File: src/rtl/scanline_flash_fetch.sv
module scanline_flash_fetch #(
  parameter int H_W      = 11,
  parameter int V_W      = 10,
  parameter int DATA_X   = 200,
  parameter int NBITS    = 136,
  parameter int V_ACTIVE = 480
) (
  input  logic           clk,
  input  logic           rst_n,
  input  logic [H_W-1:0] hpos,
  input  logic [V_W-1:0] vpos,
  input  logic           hs_in,
  input  logic           vs_in,
  input  logic           out_reg_en,
  input  logic           spi_miso,
  output logic           spi_cs_n,
  output logic           spi_sclk,
  output logic           spi_mosi,
  output logic           spi_rst_n,
  output logic           spi_wp_n,
  output logic           spi_hold_n,
  output logic [2:0]     rgb,
  output logic           hsync,
  output logic           vsync
);
  localparam int HDR_BITS = 32;
  localparam logic [H_W-1:0] WIN_LO  = H_W'(DATA_X - HDR_BITS);
  localparam logic [H_W-1:0] DISP_LO = H_W'(DATA_X);
  localparam logic [H_W-1:0] WIN_HI  = H_W'(DATA_X + NBITS);
  localparam logic [V_W-1:0] V_END   = V_W'(V_ACTIVE);
  localparam logic [7:0]     READ_OP = 8'h03;

  logic             active_line, in_win, fetch, data_phase;
  logic             buffered, blank_line, pix;
  logic [H_W-1:0]   idx;
  logic [V_W-4:0]   pair;
  logic [23:0]      flash_addr;
  logic [31:0]      hdr;
  logic [NBITS-1:0] cap, disp;
  logic [2:0]       rgb_raw, rgb_q;
  logic             hs_q, vs_q;

  assign spi_sclk   = ~clk;
  assign spi_rst_n  = rst_n;
  assign spi_wp_n   = rst_n;
  assign spi_hold_n = rst_n;

  assign active_line = vpos < V_END;
  assign in_win      = (hpos >= WIN_LO) && (hpos < WIN_HI);
  assign fetch       = rst_n && active_line && in_win;
  assign data_phase  = fetch && (hpos >= DISP_LO);
  assign idx         = hpos - WIN_LO;

  assign pair       = vpos[V_W-1:3];
  assign flash_addr = 24'({pair, 4'b0000}) + 24'(pair);
  assign hdr        = {READ_OP, flash_addr};

  assign spi_cs_n = !fetch;
  assign spi_mosi = fetch && !data_phase && hdr[5'd31 - idx[4:0]];

  assign buffered   = !vpos[2];
  assign blank_line = buffered && (vpos[1:0] == 2'b00);
  assign pix        = data_phase && !blank_line && (buffered ? disp[NBITS-1] : spi_miso);
  assign rgb_raw    = {3{pix}};

  always_ff @(posedge clk) begin
    if (!rst_n) begin
      cap   <= '0;
      disp  <= '0;
      rgb_q <= '0;
      hs_q  <= 1'b0;
      vs_q  <= 1'b0;
    end else begin
      if (data_phase) begin
        cap  <= {cap[NBITS-2:0], spi_miso};
        disp <= {disp[NBITS-2:0], 1'b0};
      end else if (hpos == WIN_HI) begin
        disp <= cap;
      end
      rgb_q <= rgb_raw;
      hs_q  <= hs_in;
      vs_q  <= vs_in;
    end
  end

  assign rgb   = out_reg_en ? rgb_q : rgb_raw;
  assign hsync = out_reg_en ? hs_q  : hs_in;
  assign vsync = out_reg_en ? vs_q  : vs_in;

  p_cs_open_r1: assert property (@(posedge clk) disable iff (!rst_n)
    $past(rst_n) && $fell(spi_cs_n) |-> hpos == WIN_LO);

  p_cs_close_r1: assert property (@(posedge clk) disable iff (!rst_n)
    $past(rst_n) && $rose(spi_cs_n) |-> $past(hpos) == WIN_HI - H_W'(1));

  p_cmd_lead_r2: assert property (@(posedge clk) disable iff (!rst_n)
    $past(rst_n) && $fell(spi_cs_n) |-> !spi_mosi);

  p_blank_first_r6: assert property (@(posedge clk) disable iff (!rst_n)
    blank_line |-> rgb_raw == 3'b000);

  p_dark_idle_r8: assert property (@(posedge clk) disable iff (!rst_n)
    spi_cs_n |-> rgb_raw == 3'b000);

  p_reg_path_r9: assert property (@(posedge clk) disable iff (!rst_n)
    out_reg_en && $past(rst_n) |-> rgb == $past(rgb_raw) && hsync == $past(hs_in) && vsync == $past(vs_in));
endmodule

File: config.mk
export PLATFORM = sky130hd
export DESIGN_NAME = scanline_flash_fetch
export DESIGN_NICKNAME = d
export VERILOG_FILES = /design/src/rtl/scanline_flash_fetch.sv
export SDC_FILE = /design/constraint.sdc
export NUM_CORES = 1
export LEC_CHECK = 0
export BUFFER_PORTS_ARGS = -buffer_cell sky130_fd_sc_hd__buf_2
export CELL_PAD_IN_SITES_DETAIL_PLACEMENT = 0
export CELL_PAD_IN_SITES_GLOBAL_PLACEMENT = 1
export CORE_MARGIN = 2
export CORE_UTILIZATION = 35
export CTS_BUF_LIST = sky130_fd_sc_hd__clkbuf_2 sky130_fd_sc_hd__clkbuf_4 sky130_fd_sc_hd__clkbuf_8
export DETAILED_ROUTE_END_ITERATION = 8
export PLACE_DENSITY = 0.7
export SLEW_MARGIN = 25
export SYNTH_ARGS = -nofsm -noshare
export SYNTH_HDL_FRONTEND = slang
export SYNTH_SLANG_ARGS = --single-unit
File: constraint.sdc
create_clock -name clk -period 3.9 [get_ports clk]
set_clock_uncertainty 0.05 [all_clocks]
set_input_delay 0.39 -clock clk [delete_from_list [all_inputs] [get_ports clk]]
set_output_delay 0.39 -clock clk [all_outputs]
set_load 0.01 [all_outputs]
# Word-level counts from Yosys, hierarchy flattened
# Cells that the tools add are included.
# Widths: inputs -> output; s select.
# totals
input_bits,27
register_bits,275
wordCells,41
# classes
n_reduce_logical,16
bitwise,2
n_addsub,3
magnitude_cmp,5
eq_ne,1
muxes,8
# ops
operator,n
$mux 136,2
$ge 11x8->1 const B,2
$add 11x7->12,1
$eq 11x9->1 const B,1
$lt 11x9->1 const B,1
$lt 10x9->1 const B,1
$logic_and 1x1->1,9
$lt 5x6->1 const B,1
$bmux 1 s5,1
$sub 5x4->5 const B,1
$sub 5x5->5 const A,1
$logic_not 1->1,4
$mux 1,4
$mux 3,1
$logic_not 2->1,1
$not 1->1,2
$reduce_bool 2->1,1
$reduce_or 2->1,1

# Depth between registers and ports, before layout
# Gate-level depths: netlist (run 1).
# depth
depth_word,7
depth_mapped,11

==> flow_metrics.tcl, run 1 <==
set metrics [dict create \
    antenna-diode-count 0 \
    yosysUniqueCellTypes 42 \
    outcome "finished, final reports clean" \
    setup.worst_path.class "input port to primary output" \
    power.net_switching_uw 1274 \
    yosys.area_share.simple_pct 31.29 \
    cts.reportedPaths.clkPinSlew_ns 0.05 \
    final-instance-count-excl-fill 1879 \
    postSynthRegisterBits 275 \
    floorplan.die.width_um 186.6 \
    cts-hold-fix-buffers 2 \
    synthTopCellsByArea "dfxtp_1 (47%), nand2_1 (15%), nand3_1 (15%), o211a_1 (12%), buf_6 (2.1%)" \
    grt_overflow_total 0 \
    initial_utilization_pct 35.69 \
    core-area_um2 32700 \
    startpoint_type "input port" \
    power.density_cell_area_nw_per_um2 436.6 \
    critPathMostFrequentCell "buf_2" \
    combinational_family_with_the_most_area_after_synthesis "simple AND/OR/NAND/NOR gates" \
    syn_avg_cell_area_um2 8.115 \
    final_period_minus_worst_setup_slack_ns 3.079 \
    cts_buffers 49 \
    finalPower_uw 5604 \
    swShare_pct 22.73 \
    place.gp.congestion 0.7190 \
    tritoncts "done" \
    final_tns_setup_ns 0 \
    drt-vias-per-instance 5.009 \
    crit_path_required_time_ns 3.46 \
    die_h_um 186.6 \
    first_pass_iters 4 \
    slew_headroom_pct 40.88 \
    grt_max_degree 201 \
    synth_sequential_area_ratio_pct 47.17 \
    ys_top_cells_by_count "nand2_1 (475), nand3_1 (340), dfxtp_1 (275), o211a_1 (135), clkbuf_1 (58)" \
    syn_area_um2 11670 \
    clkLatencyLatePin_ns 0.56 \
    power.share.combinational_pct 3.7 \
    worst_ep_arrival_time_ns 2.64 \
    total_of_warnings_raised_by_yosys 0 \
    master_of_the_slowest_instance_on_the_critical_path "a221o_4" \
    timing.critical_path.to_type "primary output" \
    detail_route.wirelength_mm 24.33 \
    synth-adder-area-share_pct 0.8148 \
    asyncSetResetFlopFracSynth_pct 0 \
    timing.critical_path.slowest_cell_delay_ns 0.64 \
    cell_internal_pwr_uw 4331 \
    vias 9412 \
    slew_at_the_pin_closest_to_its_max_slew_limit_ns 0.8867 \
    synth-xor-area-share_pct 0.2252 \
    maxClockFrequency_mhz 324.8 \
    synth_area_leader_cell "dfxtp_1" \
    proportion_of_synthesized_area_in_mux_cells_pct 0.3860 \
    path_max_fanout 35 \
    final-setup-viol-count 0 \
    cpLargestDelayFamily "compound AO/OA/AOI/OAI gates" \
    detail_route.drc_violations 0 \
    vdd.ir_drop.worst_uv 214.3 \
    post_cts_resized 0 \
    drv.max_cap_violation_count 0 \
    timing.final.max_slew_violations 0 \
    multi_input_comb_area_um2 5418 \
    min-delay-path-class "input port to flip-flop" \
    regArea_um2 5505 \
    place_inst 1800 \
    drive_above_1_share_pct 9.743 \
    fillCellCount 3465 \
    cts_max_level 2 \
    drt_iter0_drc 537 \
    detail-route-antenna-nets 0 \
    final_worst_path_period_share_pct 78.95 \
    synthesis.instances 1438 \
    leakage_uw 0.006735 \
    wl_per_cell_um 12.95 \
    synth_enable_flop_cells 0 \
    synth_area_in_compound_gates_pct 13.46 \
    finalHoldViolCount 0 \
    placement_rows 66 \
    areaGrowthSynthToFinish_pct 9.982 \
    dp_hpwl_mm 12.90 \
    clkPwrFrac_pct 45.4 \
    grt_setup_unrepaired "no" \
    ioPinCount 38 \
    seq_power_share_pct 50.8 \
    cts_setup_buffers 0 \
    overall_global_routing_usage_pct 13.94 \
    place.port_buffers 37 \
    synth.most_common_cell "nand2_1" \
    grt_pass1_vias 9171 \
    grt_pass1_wl_mm 42.58 \
    die_area_um2 34820 \
    path_buf_inv 2 \
    reg2reg_slack_ns 2.76 \
    clock-root-buffer "clkbuf_8" \
    postSynthNetCount 1472 \
    timing.critical_path.cells "buf_2 -> nor3_1 -> o311ai_2 -> a221o_4 -> o31ai_1 -> buf_2" \
    synth_top_area_share_pct 47.17 \
    clockBufferDepth 3 \
    num-nets-final 1445 \
    antenna_found_initial 1 \
    synth-main-ff-cell "dfxtp_1" \
]
## tightest hold or removal path, stage by stage
cell     delay (ns)
buf_2          0.12
nand2_1        0.05
o21ai_0        0.06
## power by group through the flow
| stage | combinational [uW] | sequential (uW) | clock, uW |
|---|---|---|---|
| after global routing | 235 | 2850 | 2790 |
| final | 209 | 2850 | 2550 |
| after global placement | 207 | 2910 | 18.6 |
| after detailed placement | 209 | 2910 | 18.6 |
| after CTS | 212 | 2850 | 2650 |
| after floorplan | 161 | 2900 | 10.1 |
## cell families (layout without fill, tap and decap cells)
group                      after synthesis  in the layout
and+or+nand+nor                        839            839
DFF                                    275            275
AOI/OAI and AO/OA                      168            168
buffers and inverters                  143            142
adders and majority gates                7              7
xor gates and xnor gates                 3              3
muxes                                    3              3
## stage by stage
stage	hold WS (ns)	setup slack (ns)	utilization, %	cell area (um^2)
2_1_floorplan	0.3815	0.9831	-	11670
3_3_place_gp	0.3946	0.8566	36.41	11910
3_5_place_dp	0.3957	0.7996	36.41	11910
4_1_cts	0.02217	0.7790	39.25	12830
5_1_grt	0.03723	0.5733	39.25	12830
6_report	0.04665	0.8209	39.25	12830
## routing by layer
metal	vias to the layer above	GRT usage (%)	share of wire, %
met1	4409	17.51	48
met2	101	23.86	46
li1	4855	-	-
met4	2	4.029	1.7
met5	-	0	0.053
met3	45	3.197	3.7
## layout make-up
cell class / count / area share, %
Clock buffer: 73 / 6.834
Clock inverter: 6 / 0.3022
Inverter: 8 / 0.2340
Multi-Input combinational cell: 1020 / 42.21
Sequential cell: 275 / 42.89
Tap cell: 442 / 4.309
Timing Repair Buffer: 55 / 3.217
## cell usage in the layout (no fill, tap or decap), types with 6 or more instances in the layout
cell      Yosys  final
a21oi_1       6      6
dfxtp_1     275    275
ha_1          6      6
buf_4         9     11
nand2_1     475    475
clkbuf_8      0     53
buf_2        33     36
buf_12        0      6
nand3_1     340    340
clkbuf_4      0     19
inv_1         9      9
o21ai_0      12     12
o211a_1     135    135
## flip-flops by register name, indices dropped and copies added (netlist names)
name   cells
disp     136
cap      136
hs_q       1
rgb_q      1
vs_q       1
## worst paths after layout
path,from,to,depth (start not counted)
setup / recovery,hpos[9],rgb[0],6
hold / removal,spi_miso,cap[0]$_SDFFE_PN0P_,3
hold reg to reg,cap[95]$_SDFFE_PN0P_,cap[96]$_SDFFE_PN0P_,2
setup reg to reg,disp[135]$_SDFFE_PN0P_,rgb_q[0]$_SDFF_PN0_,4
No activity file was read; power rests on OpenSTA's default activity.
==> inputs of run 2 (changes only) <==
clock period = 2.84 ns   (was 3.9 ns; I/O delays follow)
==> run 2 against run 1 <==
Compared with the run above:
- sequential power increased by 37%
- final area increased by 1.3%
- cell count increased by 0.37%
- utilization increased by 0.50 points
- combinational power increased by 40%
- first-iteration DRC count increased by 4.3%
- power increased by 40%
- flip-flop and latch count unchanged
- non-clock buffer count increased by 6
- largest power group unchanged
- highest routed layer unchanged
==> flow_metrics.tcl, run 2 (synthesis gave the netlist of run 1 again) <==
set metrics [dict create \
    slew_headroom_pct 24.26 \
    path_max_fanout 28 \
    post-place-ws_ns 0.2328 \
    leakage_uw 0.006804 \
    finalPower_uw 7839 \
    dp_hpwl_mm 12.56 \
    timing.critical_path.to_type "primary output" \
    ioPinCount 38 \
    initial_utilization_pct 35.69 \
    swShare_pct 22.40 \
    min-delay-path-class "input port to flip-flop" \
    maxClockFrequency_mhz 380.1 \
    setup.worst_path.class "input port to primary output" \
    cts_setup_buffers 0 \
    finalHoldViolCount 0 \
    wl_per_cell_um 12.42 \
    startpoint_type "input port" \
    detail-route-antenna-nets 0 \
    crit_path_required_time_ns 2.51 \
    antenna-diode-count 0 \
    final-instance-count-excl-fill 1886 \
    detail_route.drc_violations 0 \
    place.gp.congestion 0.6999 \
    seq_power_share_pct 49.9 \
    grt_max_degree 231 \
    largest_registers "cap (136), disp (136)" \
    power.density_cell_area_nw_per_um2 603.1 \
    fin_area_um2 13000 \
    fillCellCount 3428 \
    layout_commonest_cell "nand2_1" \
    drive_above_1_share_pct 10.11 \
    worst_ep_arrival_time_ns 2.30 \
    drv.max_cap_violation_count 0 \
    placement_rows 66 \
    cts.reportedPaths.clkPinSlew_ns 0.05 \
    final_period_minus_worst_setup_slack_ns 2.631 \
    commonest_non_fill_non_tap_cells_in_the_layout "nand2_1 (475), nand3_1 (340), dfxtp_1 (275), o211a_1 (135), clkbuf_8 (60)" \
    place.port_buffers 37 \
    areaGrowthSynthToFinish_pct 11.38 \
    grt_overflow_total 0 \
    final_worst_path_period_share_pct 92.63 \
    clkLatencyLatePin_ns 0.56 \
    clock-root-buffer "clkbuf_8" \
    grt_setup_unrepaired "no" \
    floorplan.die.width_um 186.6 \
    cts_buffers 48 \
    vdd.ir_drop.worst_uv 317.4 \
    power.share.combinational_pct 3.7 \
    outcome "finished, final reports clean" \
    die_h_um 186.6 \
    drt_iter0_drc 560 \
    clkPwrFrac_pct 46.4 \
    timing.final.ws_setup_ns 0.2092 \
    slew_at_the_pin_closest_to_its_max_slew_limit_ns 1.136 \
    num-nets-final 1450 \
    final-setup-viol-count 0 \
    grt_pass1_vias 8857 \
    vias 9397 \
    first_pass_iters 5 \
    tritoncts "done" \
    clockBufferDepth 3 \
    grt_pass1_wl_mm 41.14 \
    core-area_um2 32700 \
    detail_route.wirelength_mm 23.43 \
    timing.final.max_slew_violations 0 \
    postPlaceCellArea_um2 11990 \
    place_inst 1804 \
    final_tns_setup_ns 0 \
    antenna_found_initial 1 \
    die_area_um2 34820 \
    overall_global_routing_usage_pct 13.33 \
    cts_max_level 2 \
    power.net_switching_uw 1756 \
    cell_internal_pwr_uw 6083 \
    drt-vias-per-instance 4.983 \
]
==> run 2: changes by cell type in the layout (fill, tap and decap cells not counted), sizes merged <==
cell | before | now
buf | 54 | 58
clkbuf | 72 | 74
clkinv | 2 | 1
clkinvlp | 2 | 1
dlygate4sd3 | 2 | 4
inv | 10 | 11
==> run 2: layout make-up <==
type,count,area (um^2),share of cell area (%)
timing repair buffer,61,513.0,3.947
clock inverter,5,37.54,0.2888
clock buffer,75,935.9,7.201
sequential,275,5505,42.36
tap,442,553.0,4.255
multi-input combinational,1020,5423,41.72
inverter,8,30.03,0.2310
==> run 2: repair_timing <==
| item | in CTS | in global routing |
|---|---|---|
| hold buffers | 4 | 0 |
| hold endpoints to repair | 22 | 0 |
| resized for setup | 0 | 1 |
| endpoints found under the setup margin | 0 | 3 |
==> run 2: critical path, stage by stage <==
cell           delay (ns)
dlygate4sd3_1        0.57
buf_8                0.21
nand3b_1             0.22
a221o_4              0.51
o31ai_2              0.31
buf_2                0.19
==> run 2: routing by layer <==
metal	wire length (um)	vias to the layer above	part of all wire, %	track usage (%)
li1	-	4868	-	-
met1	11330	4375	48	16.93
met2	10810	102	46	22.33
met3	788	50	3.4	2.802
met4	492	2	2.1	4.731
met5	10	-	0.043	0
==> run 2: power groups by stage <==
| stage | logic, uW | clock network, uW | registers, uW |
|---|---|---|---|
| detailed placement | 291 | 25.6 | 3990 |
| global route | 329 | 3970 | 3910 |
| floorplan | 221 | 13.8 | 3990 |
| finish | 292 | 3640 | 3910 |
| CTS | 296 | 3780 | 3910 |
| global placement | 288 | 25.6 | 3990 |
==> run 2: final timing paths <==
path | start | end | slack, ns | cells after the start
setup / recovery | rst_n | rgb[2] | 0.21 | 6
hold reg to reg | cap[64]$_SDFFE_PN0P_ | cap[65]$_SDFFE_PN0P_ | 0.40 | 2
setup reg to reg | disp[135]$_SDFFE_PN0P_ | rgb_q[0]$_SDFF_PN0_ | 1.68 | 4
hold / removal | vpos[2] | rgb_q[0]$_SDFF_PN0_ | 0.04 | 3
==> run 2: metrics by stage <==
step / hold WS (ns) / utilization, %
CTS: 0.006242 / 39.73
global placement: 0.3688 / 36.66
finish: 0.04258 / 39.75
floorplan: 0.2775 / -
detailed placement: 0.3688 / 36.66
global route: 0.03780 / 39.75
==> inputs of run 3 (changes only) <==
CORE_UTILIZATION = 30   (was 35)
MAX_ROUTING_LAYER = met4   (was not set)
PLACE_DENSITY = 0.63   (was 0.7)
==> run 3 against run 2 <==
Compared with the run above:
- count of clock-buffer cells in the layout is 5 higher
- routed wire length is 5.2% higher
- global-route usage down 0.93 points
- first-iteration DRC count increased by 2.1%
- register-to-register slack about the same
- worst hold slack better by 0.035 ns
- sequential power about the same
- fmax up 0.41%
- cell count increased by 4.1%
- flip-flop and latch count unchanged
- sequential share of layout area down 0.38 points
- die area is 16% higher
- largest cell class unchanged
- largest power group unchanged
==> flow_metrics.tcl, run 3 (synthesis gave the netlist of run 1 again) <==
set metrics [dict create \
    ioPinCount 38 \
    cts_max_level 2 \
    dp_hpwl_mm 12.42 \
    leakage_uw 0.006824 \
    path_max_fanout 4 \
    place.gp.congestion 0.7174 \
    drt_iter0_drc 572 \
    drive_above_1_share_pct 10.30 \
    cts_setup_buffers 0 \
    min-delay-path-class "input port to flip-flop" \
    overall_global_routing_usage_pct 12.40 \
    met3_wirelength_um 733 \
    vias 9463 \
    drv.max_cap_violation_count 0 \
    detail-route-antenna-nets 0 \
    critical_path_source "hpos[7]" \
    final-instance-count-excl-fill 1964 \
    final_tns_setup_ns 0 \
    grt_pass1_wl_mm 42.61 \
    detail_route.drc_violations 0 \
    cts_buffers 48 \
    critPathMostFrequentCell "buf_2" \
    sum_of_routed_wire_segments_on_met1_mm 11.74 \
    placement_rows 72 \
    setup.worst_path.class "input port to primary output" \
    layout_commonest_cell "nand2_1" \
    num-nets-final 1448 \
    clkLatencyLatePin_ns 0.58 \
    clockBufferDepth 3 \
    drt-vias-per-instance 4.818 \
    timing.critical_path.to_type "primary output" \
    dr_wl_met2_mm 11.70 \
    floorplan.die.width_um 201.2 \
    clock-root-buffer "clkbuf_8" \
    antenna_found_initial 0 \
    slew_at_the_pin_closest_to_its_max_slew_limit_ns 1.006 \
    detail_route.wirelength_mm 24.64 \
    place.port_buffers 37 \
    first_pass_iters 4 \
    finalHoldViolCount 0 \
    reg2reg_from "disp[135]$_SDFFE_PN0P_" \
    maxUsedRoutingLayer "met4" \
    final_worst_path_period_share_pct 92.25 \
    rr_worst_depth 4 \
    power.density_cell_area_nw_per_um2 609.1 \
    largest_registers "cap (136), disp (136)" \
    grt_setup_unrepaired "no" \
    tritoncts "done" \
    worst_ep_arrival_time_ns 2.29 \
    commonest_non_fill_non_tap_cells_in_the_layout "nand2_1 (475), nand3_1 (340), dfxtp_1 (275), o211a_1 (135), clkbuf_8 (63)" \
    crit_path_end "rgb[2]" \
    timing.critical_path.slowest_cell_delay_ns 0.54 \
    outcome "finished, final reports clean" \
    reg2reg_slack_ns 1.69 \
    cts.reportedPaths.clkPinSlew_ns 0.06 \
    areaGrowthSynthToFinish_pct 12.37 \
    grt_overflow_total 0 \
    initial_utilization_pct 30.27 \
    cts-hold-fix-buffers 3 \
    final-setup-viol-count 0 \
    slew_headroom_pct 32.93 \
    final_period_minus_worst_setup_slack_ns 2.620 \
    core-area_um2 38560 \
    place_inst 1879 \
    startpoint_type "input port" \
    r2r-end "rgb_q[0]$_SDFF_PN0_" \
    grt_max_degree 218 \
    antenna-diode-count 0 \
    maxClockFrequency_mhz 381.7 \
    master_of_the_slowest_instance_on_the_critical_path "a221o_4" \
    die_h_um 201.2 \
    post_cts_resized 0 \
    timing.final.max_slew_violations 0 \
    die_area_um2 40490 \
    wl_per_cell_um 12.55 \
    crit_path_required_time_ns 2.51 \
    vdd.ir_drop.worst_uv 232.4 \
    timing.critical_path.cells "buf_2 -> nor4b_1 -> nand2_1 -> a221o_4 -> o31ai_1 -> buf_2" \
    grt_pass1_vias 9116 \
]
## run 3: changes by cell type in the layout (fill, tap and decap cells not counted)
cell           before  now
o31ai_2             1    0
inv_8               2    0
o31ai_1             1    2
clkinv_1            1    0
dlygate4sd3_1       4    3
clkbuf_8           60   63
clkbuf_4           14   16
buf_4              11   10
clkinv_2            0    1
inv_6               0    1
## run 3: report_power, final
part,internal (uW),total (uW),switching [uW]
Combinational,106,295,189
Sequential,3890,3910,16.5
Clock,2190,3780,1590
Total,6190,7990,1800
## run 3: cell type report
| type | instances | area [um^2] |
|---|---|---|
| clock buffer | 80 | 992.2 |
| inverter | 8 | 30.03 |
| sequential | 275 | 5505 |
| tap | 518 | 648.1 |
| multi-input combinational | 1020 | 5418 |
| timing repair buffer | 59 | 495.5 |
| clock inverter | 4 | 25.02 |
| fill | 4198 | 25440 |
## run 3: worst min-delay path by stage
stage / startpoint / end / cells past startpoint
after detailed placement: clk / spi_sclk / 2
after global routing: vpos[2] / rgb_q[0]$_SDFF_PN0_ / 3
after CTS: vpos[2] / rgb_q[0]$_SDFF_PN0_ / 3
final: vpos[2] / rgb_q[0]$_SDFF_PN0_ / 3
after floorplan: clk / spi_sclk / 1
after global placement: clk / spi_sclk / 2
## run 3: routing by layer
| metal | vias to the layer above | GRT usage, % |
|---|---|---|
| met5 | - | - |
| met1 | 4473 | 14.51 |
| met2 | 82 | 21.28 |
| met4 | 0 | 4.228 |
| li1 | 4865 | - |
| met3 | 43 | 2.397 |
## run 3: worst max-delay path: cells and delay by family
| family | cells | cell delay (ns) |
|---|---|---|
| and+or+nand+nor | 2 | 0.68 |
| AOI/OAI and AO/OA | 2 | 0.98 |
| buffers and inverters | 2 | 0.34 |
## run 3: stage by stage
| stage | total power (uW) | hold WS (ns) | util [%] | setup slack [ns] | instance area, um^2 |
|---|---|---|---|---|---|
| global route | 8372 | 0.08057 | 34.01 | 0.02578 | 13110 |
| finish | 7987 | 0.07724 | 34.01 | 0.2201 | 13110 |
| CTS | 8159 | 0.02932 | 34.01 | 0.1644 | 13110 |
| detailed placement | 4314 | 0.3688 | 31.32 | 0.1856 | 12080 |
| floorplan | 4223 | 0.2775 | - | 0.1351 | 11670 |
| global placement | 4311 | 0.3688 | 31.32 | 0.1794 | 12080 |
